===== src/rtl/fe_pkg.sv =====
package fe_pkg;

   localparam int NCLASS = 10;

   localparam int CLS_MUL    = 0;
   localparam int CLS_SR_RD  = 1;
   localparam int CLS_SR_WR  = 2;
   localparam int CLS_ALU_KS = 3;
   localparam int CLS_ALU_RS = 4;
   localparam int CLS_ALU_IM = 5;
   localparam int CLS_LS_IM  = 6;
   localparam int CLS_LS_RG  = 7;
   localparam int CLS_BLOCK  = 8;
   localparam int CLS_BRANCH = 9;

   function automatic logic [31:0] cls_mask(input int idx);
      case (idx)
         CLS_MUL:                 cls_mask = 32'h0fc0_00f0;
         CLS_SR_RD, CLS_SR_WR:    cls_mask = 32'h0fb0_00f0;
         CLS_ALU_KS, CLS_LS_RG:   cls_mask = 32'h0e00_0010;
         CLS_ALU_RS:              cls_mask = 32'h0e00_0090;
         default:                 cls_mask = 32'h0e00_0000;
      endcase
   endfunction

   function automatic logic [31:0] cls_match(input int idx);
      case (idx)
         CLS_MUL:    cls_match = 32'h0000_0090;
         CLS_SR_RD:  cls_match = 32'h0100_0000;
         CLS_SR_WR:  cls_match = 32'h0120_0000;
         CLS_ALU_KS: cls_match = 32'h0000_0000;
         CLS_ALU_RS: cls_match = 32'h0000_0010;
         CLS_ALU_IM: cls_match = 32'h0200_0000;
         CLS_LS_IM:  cls_match = 32'h0400_0000;
         CLS_LS_RG:  cls_match = 32'h0600_0000;
         CLS_BLOCK:  cls_match = 32'h0800_0000;
         default:    cls_match = 32'h0a00_0000;
      endcase
   endfunction

endpackage


===== src/rtl/fe_cond_eval.sv =====
module fe_cond_eval #(
   parameter bit NV_NEVER = 1'b1
) (
   input  logic [3:0] code,
   input  logic [3:0] flags_nzcv,
   output logic       pass
);
   logic fn, fz, fc, fv, nv_pass;

   assign fn = flags_nzcv[3];
   assign fz = flags_nzcv[2];
   assign fc = flags_nzcv[1];
   assign fv = flags_nzcv[0];

   generate
      if (NV_NEVER) begin : g_nv_never
         assign nv_pass = 1'b0;
      end else begin : g_nv_always
         assign nv_pass = 1'b1;
      end
   endgenerate

   always_comb begin
      case (code)
         4'h0: pass = fz;
         4'h1: pass = !fz;
         4'h2: pass = fc;
         4'h3: pass = !fc;
         4'h4: pass = fn;
         4'h5: pass = !fn;
         4'h6: pass = fv;
         4'h7: pass = !fv;
         4'h8: pass = fc && !fz;
         4'h9: pass = !fc || fz;
         4'hA: pass = (fn == fv);
         4'hB: pass = (fn != fv);
         4'hC: pass = !fz && (fn == fv);
         4'hD: pass = fz || (fn != fv);
         4'hE: pass = 1'b1;
         default: pass = nv_pass;
      endcase
   end
endmodule


===== src/rtl/fe_class_decode.sv =====
module fe_class_decode
   import fe_pkg::*;
(
   input  logic [31:0]       word,
   output logic [NCLASS-1:0] onehot,
   output logic              known
);
   logic [NCLASS-1:0] hit;
   logic [NCLASS:0]   seen;

   assign seen[0] = 1'b0;

   generate
      for (genvar i = 0; i < NCLASS; i++) begin : g_pat
         assign hit[i]     = (word & cls_mask(i)) == cls_match(i);
         assign onehot[i]  = hit[i] && !seen[i];
         assign seen[i+1]  = seen[i] || hit[i];
      end
   endgenerate

   assign known = seen[NCLASS];
endmodule


===== src/rtl/fe_fetch_ctl.sv =====
module fe_fetch_ctl #(
   parameter int          ADDR_W   = 32,
   parameter logic [ADDR_W-1:0] RESET_PC = '0
) (
   input  logic              clk,
   input  logic              rst_n,
   input  logic              halt,
   input  logic              pc_wr_en,
   input  logic [ADDR_W-1:0] pc_wr_data,
   input  logic [31:0]       imem_rdata,
   output logic [ADDR_W-1:0] pc,
   output logic [31:0]       pf_word,
   output logic [ADDR_W-1:0] pf_addr,
   output logic              issue_go
);
   localparam logic [ADDR_W-1:0] STEP = ADDR_W'(4);

   logic reload;

   assign issue_go = !halt && !pc_wr_en && !reload;

   always_ff @(posedge clk) begin
      if (!rst_n) begin
         pc      <= RESET_PC;
         reload  <= 1'b1;
         pf_word <= '0;
         pf_addr <= '0;
      end else if (!halt) begin
         if (pc_wr_en) begin
            pc     <= pc_wr_data;
            reload <= 1'b1;
         end else begin
            pf_word <= imem_rdata;
            pf_addr <= pc;
            pc      <= pc + STEP;
            reload  <= 1'b0;
         end
      end
   end
endmodule


===== src/rtl/fe_issue_stage.sv =====
module fe_issue_stage
   import fe_pkg::*;
#(
   parameter int ADDR_W = 32
) (
   input  logic              clk,
   input  logic              rst_n,
   input  logic              issue_go,
   input  logic              cond_ok,
   input  logic              known,
   input  logic [NCLASS-1:0] class_oh,
   input  logic [31:0]       pf_word,
   input  logic [ADDR_W-1:0] pf_addr,
   output logic              issue_valid,
   output logic [NCLASS-1:0] issue_class,
   output logic [ADDR_W-1:0] issue_addr,
   output logic [31:0]       issue_word,
   output logic              halted
);
   logic take;

   assign take = issue_go && cond_ok && known;

   always_ff @(posedge clk) begin
      if (!rst_n) begin
         issue_valid <= 1'b0;
         issue_class <= '0;
         issue_addr  <= '0;
         issue_word  <= '0;
         halted      <= 1'b0;
      end else begin
         issue_valid <= take;
         issue_class <= take ? class_oh : '0;
         if (issue_go) begin
            issue_addr <= pf_addr;
            issue_word <= pf_word;
            if (cond_ok && !known) halted <= 1'b1;
         end
      end
   end
endmodule


===== src/rtl/insn_front.sv =====
module insn_front
   import fe_pkg::*;
#(
   parameter int          ADDR_W        = 32,
   parameter logic [ADDR_W-1:0] RESET_PC = '0,
   parameter bit          COND_NV_NEVER = 1'b1
) (
   input  logic              clk,
   input  logic              rst_n,
   output logic [ADDR_W-1:0] imem_addr,
   input  logic [31:0]       imem_rdata,
   input  logic              pc_wr_en,
   input  logic [ADDR_W-1:0] pc_wr_data,
   input  logic [3:0]        flags_nzcv,
   output logic              issue_valid,
   output logic [NCLASS-1:0] issue_class,
   output logic [ADDR_W-1:0] issue_addr,
   output logic [31:0]       issue_word,
   output logic              halted
);
   generate
      if (ADDR_W < 3 || ADDR_W > 32) begin : g_bad_width
         $error("insn_front: ADDR_W must lie in 3..32");
      end
      if (RESET_PC[1:0] != 2'b00) begin : g_bad_vector
         $error("insn_front: RESET_PC must be word aligned");
      end
   endgenerate

   logic [31:0]       pf_word;
   logic [ADDR_W-1:0] pf_addr;
   logic              issue_go;
   logic              cond_ok;
   logic              known;
   logic [NCLASS-1:0] class_oh;

   fe_fetch_ctl #(.ADDR_W(ADDR_W), .RESET_PC(RESET_PC)) u_fetch (
      .clk        (clk),
      .rst_n      (rst_n),
      .halt       (halted),
      .pc_wr_en   (pc_wr_en),
      .pc_wr_data (pc_wr_data),
      .imem_rdata (imem_rdata),
      .pc         (imem_addr),
      .pf_word    (pf_word),
      .pf_addr    (pf_addr),
      .issue_go   (issue_go)
   );

   fe_cond_eval #(.NV_NEVER(COND_NV_NEVER)) u_cond (
      .code       (pf_word[31:28]),
      .flags_nzcv (flags_nzcv),
      .pass       (cond_ok)
   );

   fe_class_decode u_dec (
      .word   (pf_word),
      .onehot (class_oh),
      .known  (known)
   );

   fe_issue_stage #(.ADDR_W(ADDR_W)) u_issue (
      .clk         (clk),
      .rst_n       (rst_n),
      .issue_go    (issue_go),
      .cond_ok     (cond_ok),
      .known       (known),
      .class_oh    (class_oh),
      .pf_word     (pf_word),
      .pf_addr     (pf_addr),
      .issue_valid (issue_valid),
      .issue_class (issue_class),
      .issue_addr  (issue_addr),
      .issue_word  (issue_word),
      .halted      (halted)
   );
endmodule


===== config.mk =====
export PLATFORM = sky130hd
export DESIGN_NAME = insn_front
export DESIGN_NICKNAME = d
export VERILOG_FILES = /design/src/rtl/fe_pkg.sv /design/src/rtl/fe_cond_eval.sv /design/src/rtl/fe_class_decode.sv /design/src/rtl/fe_fetch_ctl.sv /design/src/rtl/fe_issue_stage.sv /design/src/rtl/insn_front.sv
export SDC_FILE = /design/constraint.sdc
export NUM_CORES = 1
export LEC_CHECK = 0
export ABC_CLOCK_PERIOD_IN_PS = 3700
export BUFFER_PORTS_ARGS = -buffer_cell sky130_fd_sc_hd__buf_2
export CAP_MARGIN = 0
export CORE_MARGIN = 3
export CORE_UTILIZATION = 35
export CTS_BUF_LIST = sky130_fd_sc_hd__clkbuf_8
export DETAILED_ROUTE_END_ITERATION = 10
export PLACE_DENSITY_LB_ADDON = 0.2
export RECOVER_POWER = 50
export SYNTH_ARGS = -nofsm -noshare
export SYNTH_HDL_FRONTEND = slang
export SYNTH_SLANG_ARGS = --single-unit
export TNS_END_PERCENT = 30

===== constraint.sdc =====
create_clock -name clk -period 3.7 [get_ports clk]
set_input_delay 0.185 -clock clk [delete_from_list [all_inputs] [get_ports clk]]
set_output_delay 0.185 -clock clk [all_outputs]
set_load 0.005 [all_outputs]

==> impl_metrics.tcl <==
set metrics [dict create \
    outcome "complete, no violations" \
    synthXorXnorAreaFrac_pct 0.1240 \
    met3_wirelength_um 998 \
    synthMuxAreaShare_pct 1.293 \
    yosys.area_share.simple_pct 25.96 \
    yosysTopAreaCell "dfxtp_1" \
    num_rows 51 \
    grt_pass1_vias 6411 \
    dp_cells 1274 \
    synth_cells 888 \
    grt_pass1_wl_mm 34.14 \
    synth_edf_count 0 \
    h-tree-depth 4 \
    vias 6805 \
    setup-violations-final 0 \
    clk_path_buf_depth 2 \
    clock_latency_ns 0.46 \
    fin_crit_ns 2.588 \
    area_growth_pct 24.93 \
    fin_nets 1137 \
    ys_warn_count 0 \
    clkTransAtPathRegs_ns 0.11 \
    ys_seq_elements 173 \
    maxCapViolCount 0 \
    grt_setup_unrepaired "no" \
    avgSynthCellArea_um2 7.952 \
    worst_pin_slew_ns 0.9263 \
    irDropWorstVdd_v 0.0001997 \
    die-area_um2 21920 \
    die_x_um 148.0 \
    overflow 0 \
    synthAdderAreaFrac_pct 0.1772 \
    diodes 0 \
    cts_tree "built" \
    synth_top_family_by_area "simple AND/OR/NAND/NOR gates" \
    wl_met1_mm 10.24 \
    dr_wl_met2_mm 9.727 \
    cp-end-kind "flop" \
    routedWlPerCell_um 15.91 \
    synth_compound_area_share_pct 19.03 \
    cpMaxStageDelayCell "clkbuf_1" \
    core_um2 19650 \
    dpl.hpwl_mm 14.16 \
    io_buffer_count 178 \
    synth-main-ff-cell "dfxtp_1" \
    slew_viol_final 0 \
    antenna_found_initial 0 \
    synthTopCellsByArea "dfxtp_1 49%, nand2_1 15%, a21oi_1 11%, clkbuf_1 2.7%, nor2_1 1.8%" \
    async_reset_ff_share_pct 0 \
    timing.hold.ws_ns 0.02796 \
    ant_nets 0 \
    critPathTopFamily "buffers and inverters" \
    initial_core_util_pct 35.93 \
    slowest_delay_ns 0.71 \
    clock-sinks 173 \
    worst_setup_path_start_kind "flop" \
    clock_skew_ns 0.01382 \
    pwr_density_cell_nw_per_um2 421.4 \
    yosysSeqAreaShare_pct 49.04 \
    yosys.area.top_type_share_pct 49.04 \
    hold_path_class "in -> reg" \
    drc 0 \
    cp.arrival_ns 2.91 \
    timing.fmax_mhz 386.4 \
    hold_violations 0 \
    leakage_uw 0.003307 \
    viasPerCell 5.067 \
    top_layer_used "met4" \
    fin_cells 1343 \
    post-route-period-util_pct 69.94 \
    syn_area_um2 7062 \
    clock-root-buffer "clkbuf_8" \
    cts_setup_buffers 0 \
    synth.most_common_cell "nand2_1" \
    synthTopCellsByCount "277 x nand2_1, 173 x dfxtp_1, 149 x a21oi_1" \
    final.setup.tns_ns 0 \
    crit_fanout 20 \
    grt_usage_pct 19.30 \
    die_y_um 148.0 \
    slew_headroom_pct 38.25 \
    synth_cell_types 72 \
    place_congestion 0.8318 \
    drt_iter0_drc 498 \
    cp_data_required_time_ns 4.03 \
    syn_nets 960 \
    drive_gt1_share_pct 17.35 \
    grt_max_degree 70 \
    drtPass1Iterations 5 \
    numCtsBuffers 17 \
    drt-total-wl_mm 21.36 \
    crit_buf_inv 2 \
    crit_chain "inv_1 -> clkbuf_1 -> nand2_1 -> o21ai_0 -> a311oi_1" \
    io_pins 179 \
    path_class "reg -> reg" \
]
layout by cell type, fill, tap and decap left out, types with 4 or more instances in the layout:
cell type,count
dlygate4sd3_1,37
dfxtp_1,173
clkbuf_1,60
a311oi_1,5
o21ai_0,13
o221ai_1,5
a31oi_1,7
o221a_2,4
buf_2,119
nor3_1,8
buf_4,11
a211oi_1,5
clkinvlp_4,4
clkbuf_8,17
nor4b_1,6
and2_1,5
nand4_1,10
nand2_1,277
inv_8,6
nand3b_1,4
nand3_1,14
and3_1,6
inv_1,7
a22oi_1,10
nor2_1,32
a21oi_1,149
mux2i_1,8
registers in the layout (all words and copies together), names as in the netlist, 10 cells and up:
| signal | flops |
|---|---|
| u_fetch.pf_addr | 32 |
| u_issue.issue_class | 10 |
| u_fetch.pf_word | 32 |
| u_fetch.pc | 32 |
| u_issue.issue_word | 32 |
| u_issue.issue_addr | 32 |
final timing paths:
| path | to | startpoint | cells after the start | slack, ns |
|---|---|---|---|---|
| worst min-delay path | u_fetch.pc[4] | pc_wr_data[4] | 3 | 0.03 |
| worst min register to register | u_issue.issue_word[14] | u_fetch.pf_word[14] | 2 | 0.44 |
| worst max-delay path | u_fetch.pc[19] | u_issue.halted | 5 | 1.11 |
| worst max register to register | u_fetch.pc[19] | u_issue.halted | 5 | 1.11 |
timing repair:
action	CTS	global route
endpoints found under the hold margin	37	0
gates resized for setup	0	0
hold buffers	37	0
stage by stage:
step | util, % | power [uW] | area, um2 | setup slack (ns)
global placement | 41.32 | 2360 | 8120 | 1.432
CTS | 45.30 | 3767 | 8902 | 1.442
global route | 44.89 | 3890 | 8822 | 0.9349
finish | 44.89 | 3718 | 8822 | 1.112
detailed placement | 41.32 | 2362 | 8120 | 1.388
floorplan | - | 2214 | 7062 | 1.664
cell families (layout without fill, tap and decap cells):
kind of cell / count (synthesis) / after routing
and+or+nand+nor: 399 / 399
AOI/OAI and AO/OA: 227 / 227
DFF: 173 / 173
buffers and inverters: 78 / 268
muxes: 9 / 9
adders and majority gates: 1 / 1
xor gates and xnor gates: 1 / 1
power breakdown:
group	internal [uW]	switching (uW)	total [uW]	leakage, uW
Combinational	145	192	337	0.00170
Clock	572	802	1370	0.000196
Sequential	1920	81.6	2010	0.00141
layer usage:
metal	up-vias	GRT usage [%]
li1	3415	-
met1	3197	27.03
met2	169	30.10
met3	24	3.801
met4	0	6.051
met5	-	0
final cells by class:
class                   count  area [um2]
fillers                  2113       10830
multi-input cells         637        3306
clock inverters            15       177.7
well taps                 265       331.6
flip-flops and latches    173        3463
repair buffers            227        1274
clock buffers              17       234.0
inverters                   9       36.28
worst reg2reg max path: cells and delay by family (launching register included):
kind	cells	cell delay (ns)
compound gates	2	0.56
simple gates	1	0.56
flops	1	0.48
buf+inv	2	0.86
No activity file was read; power rests on OpenSTA's default activity.
